==> config.mk <==
export PLATFORM = sky130hd
export DESIGN_NAME = mb_frame_acceptor
export DESIGN_NICKNAME = d
export VERILOG_FILES = /design/src/rtl/mfa_pkg.sv /design/src/rtl/mfa_packer.sv /design/src/rtl/mfa_frame_ctl.sv /design/src/rtl/mfa_disp_sel.sv /design/src/rtl/mb_frame_acceptor.sv
export SDC_FILE = /design/constraint.sdc
export NUM_CORES = 1
export LEC_CHECK = 0
export ABC_CLOCK_PERIOD_IN_PS = 3600
export BUFFER_PORTS_ARGS = -buffer_cell sky130_fd_sc_hd__buf_2
export CAP_MARGIN = 25
export CELL_PAD_IN_SITES_DETAIL_PLACEMENT = 1
export CELL_PAD_IN_SITES_GLOBAL_PLACEMENT = 1
export CORE_AREA = 2 2 118 120
export CTS_CLUSTER_SIZE = 30
export DETAILED_ROUTE_END_ITERATION = 16
export DIE_AREA = 0 0 120 122
export PLACE_DENSITY = 0.87
export RECOVER_POWER = 50
export SLEW_MARGIN = 20
export SYNTH_ARGS = -nofsm -noshare
export SYNTH_HDL_FRONTEND = slang
export SYNTH_SLANG_ARGS = --single-unit
==> constraint.sdc <==
create_clock -name clk -period 3.6 [get_ports clk]
set_input_delay 0.54 -clock clk [delete_from_list [all_inputs] [get_ports clk]]
set_output_delay 0.54 -clock clk [all_outputs]
set_load 0.005 [all_outputs]
==> src/rtl/mfa_pkg.sv <==
package mfa_pkg;
  // macroblocks expected for the size latched at the sync edge
  function automatic int frame_mbs(input logic cif, input int cif_n, input int qcif_n);
    return cif ? cif_n : qcif_n;
  endfunction

  // next word address in a store of 'depth' words, wrapping to zero
  function automatic int ptr_next(input int p, input int depth);
    return (p + 1 >= depth) ? 0 : p + 1;
  endfunction
endpackage

==> src/rtl/mfa_packer.sv <==
module mfa_packer (
  input  logic        clk,
  input  logic        rst_n,
  input  logic        clear,
  input  logic        byte_acc,
  input  logic [7:0]  byte_in,
  output logic        pair_done,
  output logic [15:0] word
);
  logic       have_hi;
  logic [7:0] hi_q;

  assign pair_done = byte_acc && have_hi;
  assign word      = {hi_q, byte_in};

  always_ff @(posedge clk or negedge rst_n) begin
    if (!rst_n) begin
      have_hi <= 1'b0;
      hi_q    <= '0;
    end else if (clear) begin
      have_hi <= 1'b0;
    end else if (byte_acc) begin
      have_hi <= !have_hi;
      if (!have_hi) hi_q <= byte_in;
    end
  end
endmodule

==> src/rtl/mfa_frame_ctl.sv <==
module mfa_frame_ctl import mfa_pkg::*; #(
  parameter int STORE_WORDS = 262144,
  parameter int ADDR_W      = 18,
  parameter int WPM         = 192,
  parameter int CIF_MBS     = 396,
  parameter int QCIF_MBS    = 99
) (
  input  logic              clk,
  input  logic              rst_n,
  input  logic              cif_mode,
  input  logic              frame_sync,
  input  logic              byte_stb,
  input  logic              pair_done,
  output logic              byte_acc,
  output logic              sync_rise,
  output logic              early_drop,
  output logic              frame_done,
  output logic [ADDR_W-1:0] wr_ptr,
  output logic [ADDR_W-1:0] frame_start
);
  localparam int WIM_W = (WPM > 1) ? $clog2(WPM) : 1;
  localparam int MB_W  = $clog2(CIF_MBS + 1);

  logic             sync_q, mode_q, rx_active;
  logic [WIM_W-1:0] wim_cnt;
  logic [MB_W-1:0]  mb_cnt;
  logic             mb_last_word, last_mb;

  assign sync_rise    = frame_sync && !sync_q;
  assign byte_acc     = rx_active && frame_sync && byte_stb;
  assign early_drop   = rx_active && !frame_sync;
  assign mb_last_word = (wim_cnt == WIM_W'(WPM - 1));
  assign last_mb      = (mb_cnt == MB_W'(frame_mbs(mode_q, CIF_MBS, QCIF_MBS) - 1));
  assign frame_done   = pair_done && mb_last_word && last_mb;

  always_ff @(posedge clk or negedge rst_n) begin
    if (!rst_n) begin
      sync_q      <= 1'b0;
      mode_q      <= 1'b0;
      rx_active   <= 1'b0;
      wim_cnt     <= '0;
      mb_cnt      <= '0;
      wr_ptr      <= '0;
      frame_start <= '0;
    end else begin
      sync_q <= frame_sync;
      if (sync_rise) begin
        mode_q      <= cif_mode;
        rx_active   <= 1'b1;
        wim_cnt     <= '0;
        mb_cnt      <= '0;
        frame_start <= wr_ptr;
      end else if (early_drop) begin
        rx_active <= 1'b0;
        wr_ptr    <= frame_start;
      end else if (pair_done) begin
        wr_ptr <= ADDR_W'(ptr_next(int'(wr_ptr), STORE_WORDS));
        if (mb_last_word) begin
          wim_cnt <= '0;
          mb_cnt  <= mb_cnt + 1'b1;
        end else begin
          wim_cnt <= wim_cnt + 1'b1;
        end
        if (frame_done) rx_active <= 1'b0;
      end
    end
  end
endmodule

==> src/rtl/mfa_disp_sel.sv <==
module mfa_disp_sel #(
  parameter int ADDR_W = 18
) (
  input  logic              clk,
  input  logic              rst_n,
  input  logic              commit,
  input  logic [ADDR_W-1:0] commit_base,
  input  logic              field_end,
  output logic [ADDR_W-1:0] disp_base,
  output logic              pending
);
  logic [ADDR_W-1:0] pend_base;

  always_ff @(posedge clk or negedge rst_n) begin
    if (!rst_n) begin
      pending   <= 1'b0;
      pend_base <= '0;
      disp_base <= '0;
    end else begin
      if (field_end && pending) begin
        disp_base <= pend_base;
        pending   <= 1'b0;
      end
      if (commit) begin
        pend_base <= commit_base;
        pending   <= 1'b1;
      end
    end
  end
endmodule

==> src/rtl/mb_frame_acceptor.sv <==
module mb_frame_acceptor #(
  parameter int MB_BYTES    = 384,
  parameter int CIF_MBS     = 396,
  parameter int QCIF_MBS    = 99,
  parameter int STORE_WORDS = 262144,
  localparam int ADDR_W     = $clog2(STORE_WORDS),
  localparam int WPM        = MB_BYTES / 2
) (
  input  logic              clk,
  input  logic              rst_n,
  input  logic              cif_mode,
  input  logic              frame_sync,
  input  logic              byte_stb,
  input  logic [7:0]        byte_in,
  input  logic              field_end,
  output logic              wr_en,
  output logic [ADDR_W-1:0] wr_addr,
  output logic [15:0]       wr_data,
  output logic [ADDR_W-1:0] disp_base,
  output logic              frame_commit,
  output logic              sync_err
);
  logic              byte_acc, sync_rise, early_drop, frame_done, pair_done, pending;
  logic [15:0]       word;
  logic [ADDR_W-1:0] wr_ptr, frame_start;

  mfa_packer u_pack (
    .clk(clk), .rst_n(rst_n), .clear(sync_rise), .byte_acc(byte_acc),
    .byte_in(byte_in), .pair_done(pair_done), .word(word)
  );

  mfa_frame_ctl #(
    .STORE_WORDS(STORE_WORDS), .ADDR_W(ADDR_W), .WPM(WPM),
    .CIF_MBS(CIF_MBS), .QCIF_MBS(QCIF_MBS)
  ) u_ctl (
    .clk(clk), .rst_n(rst_n), .cif_mode(cif_mode), .frame_sync(frame_sync),
    .byte_stb(byte_stb), .pair_done(pair_done), .byte_acc(byte_acc),
    .sync_rise(sync_rise), .early_drop(early_drop), .frame_done(frame_done),
    .wr_ptr(wr_ptr), .frame_start(frame_start)
  );

  mfa_disp_sel #(.ADDR_W(ADDR_W)) u_disp (
    .clk(clk), .rst_n(rst_n), .commit(frame_done), .commit_base(frame_start),
    .field_end(field_end), .disp_base(disp_base), .pending(pending)
  );

  always_ff @(posedge clk or negedge rst_n) begin
    if (!rst_n) begin
      wr_en        <= 1'b0;
      wr_addr      <= '0;
      wr_data      <= '0;
      frame_commit <= 1'b0;
      sync_err     <= 1'b0;
    end else begin
      wr_en        <= pair_done;
      frame_commit <= frame_done;
      if (pair_done) begin
        wr_addr <= wr_ptr;
        wr_data <= word;
      end
      if (early_drop)      sync_err <= 1'b1;
      else if (frame_done) sync_err <= 1'b0;
    end
  end
endmodule

==> results.toml <==
[logic_synthesis]
netlist-cell-type-count = 43
synth_top_area_share_pct = 59.2
yosysSeqAreaShare_pct = 59.2
syn_nets = 587
synthArstFlopShare_pct = 100
syn_avg_cell_area_sq_um = 10.3
synthesis.area_sq_um = 5880
synth_top_area_cell = "dfrtp_1"
synth-edff-count = 0
ys_top_cells_by_area = "dfrtp_1 (59%), nand2_1 (12%), mux2_2 (8.4%)"
netlist_instances = 570
synth_warnings = 0
synth_ff_type = "dfrtp_1"
synth_seq_cells = 139

[setup_path]
path_cells = "ha_1, nand2_1, nor2_1, nand3_1, a32oi_1, o21ai_0"
crit_required_ns = 3.89
arrival_ns = 2.74
worstSetupStartpointType = "flop"
crit_family = "simple AND/OR/NAND/NOR gates"
max_stage_delay_ns = 0.53
cp-end-kind = "flop"
cp_max_fo = 11
worst-path-buf-inv = 0
slowest_stage = "dfrtp_1"
critPathKind = "flop to flop"

[clock_tree]
cts.htree.levels = 4
cts_tree = "done"
cts.clk_slew.worst_paths_ns = 0.06
cts_resized = 0
cts_root_buf = "clkbuf_16"
cts_buffers = 17
cts.sinks = 139
clockBufferDepth = 2
clock_latency_ns = 0.43
cts_setup_buffers = 0
hold_buffers = 0

[cells_and_area]
diodes = 0
final_core_util_pct = 51.8
final_common_cell = "nand2_1"
final_nets = 656
area_growth_pct = 19.0
drive_gt1_share_pct = 22.4
final_cell_mix = "nand2_1 (187), dfrtp_1 (139), buf_2 (56)"

[drt]
ant_nets = 0
wl_per_cell_microns = 18.7
viasPerCell = 5.40
drt-initial-drc-count = 315
wirelength_microns = 15500
drc = 0
dr.pass1.iters = 4
vias = 4496

[grt]
use_met3_pct = 7.63
met2_usage_pct = 38.0
grt-busiest-layer = "met2"
antenna_found_initial = 0
grt_pass1_vias = 4984
grt_overflow_total = 0
grt_max_degree = 66
gr-usage-all-layers_pct = 23.0
grt_pass1_wl_microns = 25700
grt_use_met1_pct = 27.7

[pwr]
p_int_uw = 2990
swShare_pct = 25.9
p_clk_share_pct = 44.7
p_leak_uw = 0.00353
switchingPower_uw = 1040
power_density_nw_per_um2 = 577
p_total_uw = 4030
seq_power_share_pct = 46.3
max-vdd-ir-drop_v = 0.000307
power_frac_comb_pct = 9.0

[timing]
clock_skew_ns = 0.00708
setup_tns_ns = 0
timing.fmax_ghz = 0.408
slew_headroom_pct = -34.0
slew_viol_final = 78
fin_ws_ns = 1.15
finalCritPeriodShare_pct = 68.1
finalHoldViolCount = 0
rsz0062_at_grt = "no"
tightest_slew_ns = 2.01
period_needed_ns = 2.45
setup_violations = 0

[run]
cap_violations = 2

[placement]
place_ws_ns = 1.32
hpwl_microns = 10100
io_buffers = 68
gp_congestion = 0.859

[floorplanning]
design.portCount = 69
die_h_microns = 122
coreArea_sq_um = 13500
die_area_sq_um = 14600
start_util_pct = 43.5
rows = 43
die_w_microns = 120

[outcome]
status = "finished, violations left"
violations = "max-capacitance violations, max-slew violations"

[min_path]
hold_path_class = "primary input to async pin"
through the flow:
stage               instances  cell area (sq um)  hold slack (ns)
finish                    832               6990           0.0792
global route              832               6990            0.123
CTS                       832               7020            0.114
detailed placement        800               6410            0.459
global placement          800               6410            0.447
floorplan                 570               5880            0.244
cells in the mapped netlist (7+ instances only):
cell type,number
nand2_1,187
dfrtp_1,139
mux2_2,44
nor2_1,29
o21ai_0,21
clkbuf_1,20
a21oi_1,15
nand3_1,15
xor2_1,15
nand4_1,10
buf_2,8
nor3_1,7
kinds of logic (layout without fill, tap and decap cells):
| logic type | after synthesis | in the layout | share of synthesized area [%] |
|---|---|---|---|
| muxes | 47 | 47 | 8.94 |
| AOI/OAI and AO/OA | 51 | 51 | 5.03 |
| buffers and inverters | 32 | 114 | 2.21 |
| adders and majority gates | 3 | 3 | 0.639 |
| and+or+nand+nor | 280 | 280 | 21.3 |
| xor gates and xnor gates | 18 | 18 | 2.68 |
| DFF | 139 | 139 | 59.2 |
area by class of cell:
class	count	area, sq um
Clock inverter	13	165
Multi-Input combinational cell	399	2270
Tap cell	180	225
Timing Repair Buffer	78	397
Fill cell	1489	6510
Sequential cell	139	3480
Inverter	4	15.0
Clock buffer	19	443
state kept, by name, summed over array words and instances (netlist names):
register,cells
u_ctl.wim_cnt,8
u_ctl.mode_q,1
u_ctl.frame_start,18
u_disp.pend_base,18
frame_commit,1
wr_data,16
wr_addr,18
u_pack.have_hi,1
u_ctl.wr_ptr,18
u_ctl.sync_q,1
wr_en,1
sync_err,1
u_disp.disp_base,18
u_disp.pending,1
u_ctl.rx_active,1
u_ctl.mb_cnt,9
u_pack.hi_q,8
worst paths after layout:
kind	startpoint	cells after the start	endpoint	slack (ns)
setup / recovery	u_ctl.wr_ptr[0]$_DFFE_PN0P_	6	u_ctl.wr_ptr[15]$_DFFE_PN0P_	1.15
hold / removal	rst_n	1	wr_data[9]$_DFFE_PN0P_	0.08
setup reg to reg	u_ctl.wr_ptr[0]$_DFFE_PN0P_	6	u_ctl.wr_ptr[15]$_DFFE_PN0P_	1.15
hold reg to reg	wr_addr[2]$_DFFE_PN0P_	2	wr_addr[2]$_DFFE_PN0P_	0.48
max in group asynchronous	rst_n	2	wr_addr[0]$_DFFE_PN0P_	1.18
min in group clk	cif_mode	3	u_ctl.mode_q$_DFFE_PN0P_	0.31
power by group through the flow:
stage | registers, uW | clock network (uW) | logic [uW]
2_1_floorplan | 1850 | 0 | 178
3_3_place_gp | 1870 | 0 | 340
3_5_place_dp | 1880 | 0 | 373
4_1_cts | 1860 | 1820 | 376
5_1_grt | 1890 | 1900 | 412
6_report | 1870 | 1800 | 364
worst reg2reg max path, cell delays in order (launching register included):
cell,delay [ns]
dfrtp_1,0.53
ha_1,0.29
nand2_1,0.13
nor2_1,0.33
nand3_1,0.46
a32oi_1,0.42
o21ai_0,0.16
layer usage:
layer  part of all wire, %  wire, microns
met1                    42           6570
met2                    50           7800
met3                   5.5            855
met4                   2.0            308
met5                     0              0
Power figures use the tool's default switching activity.
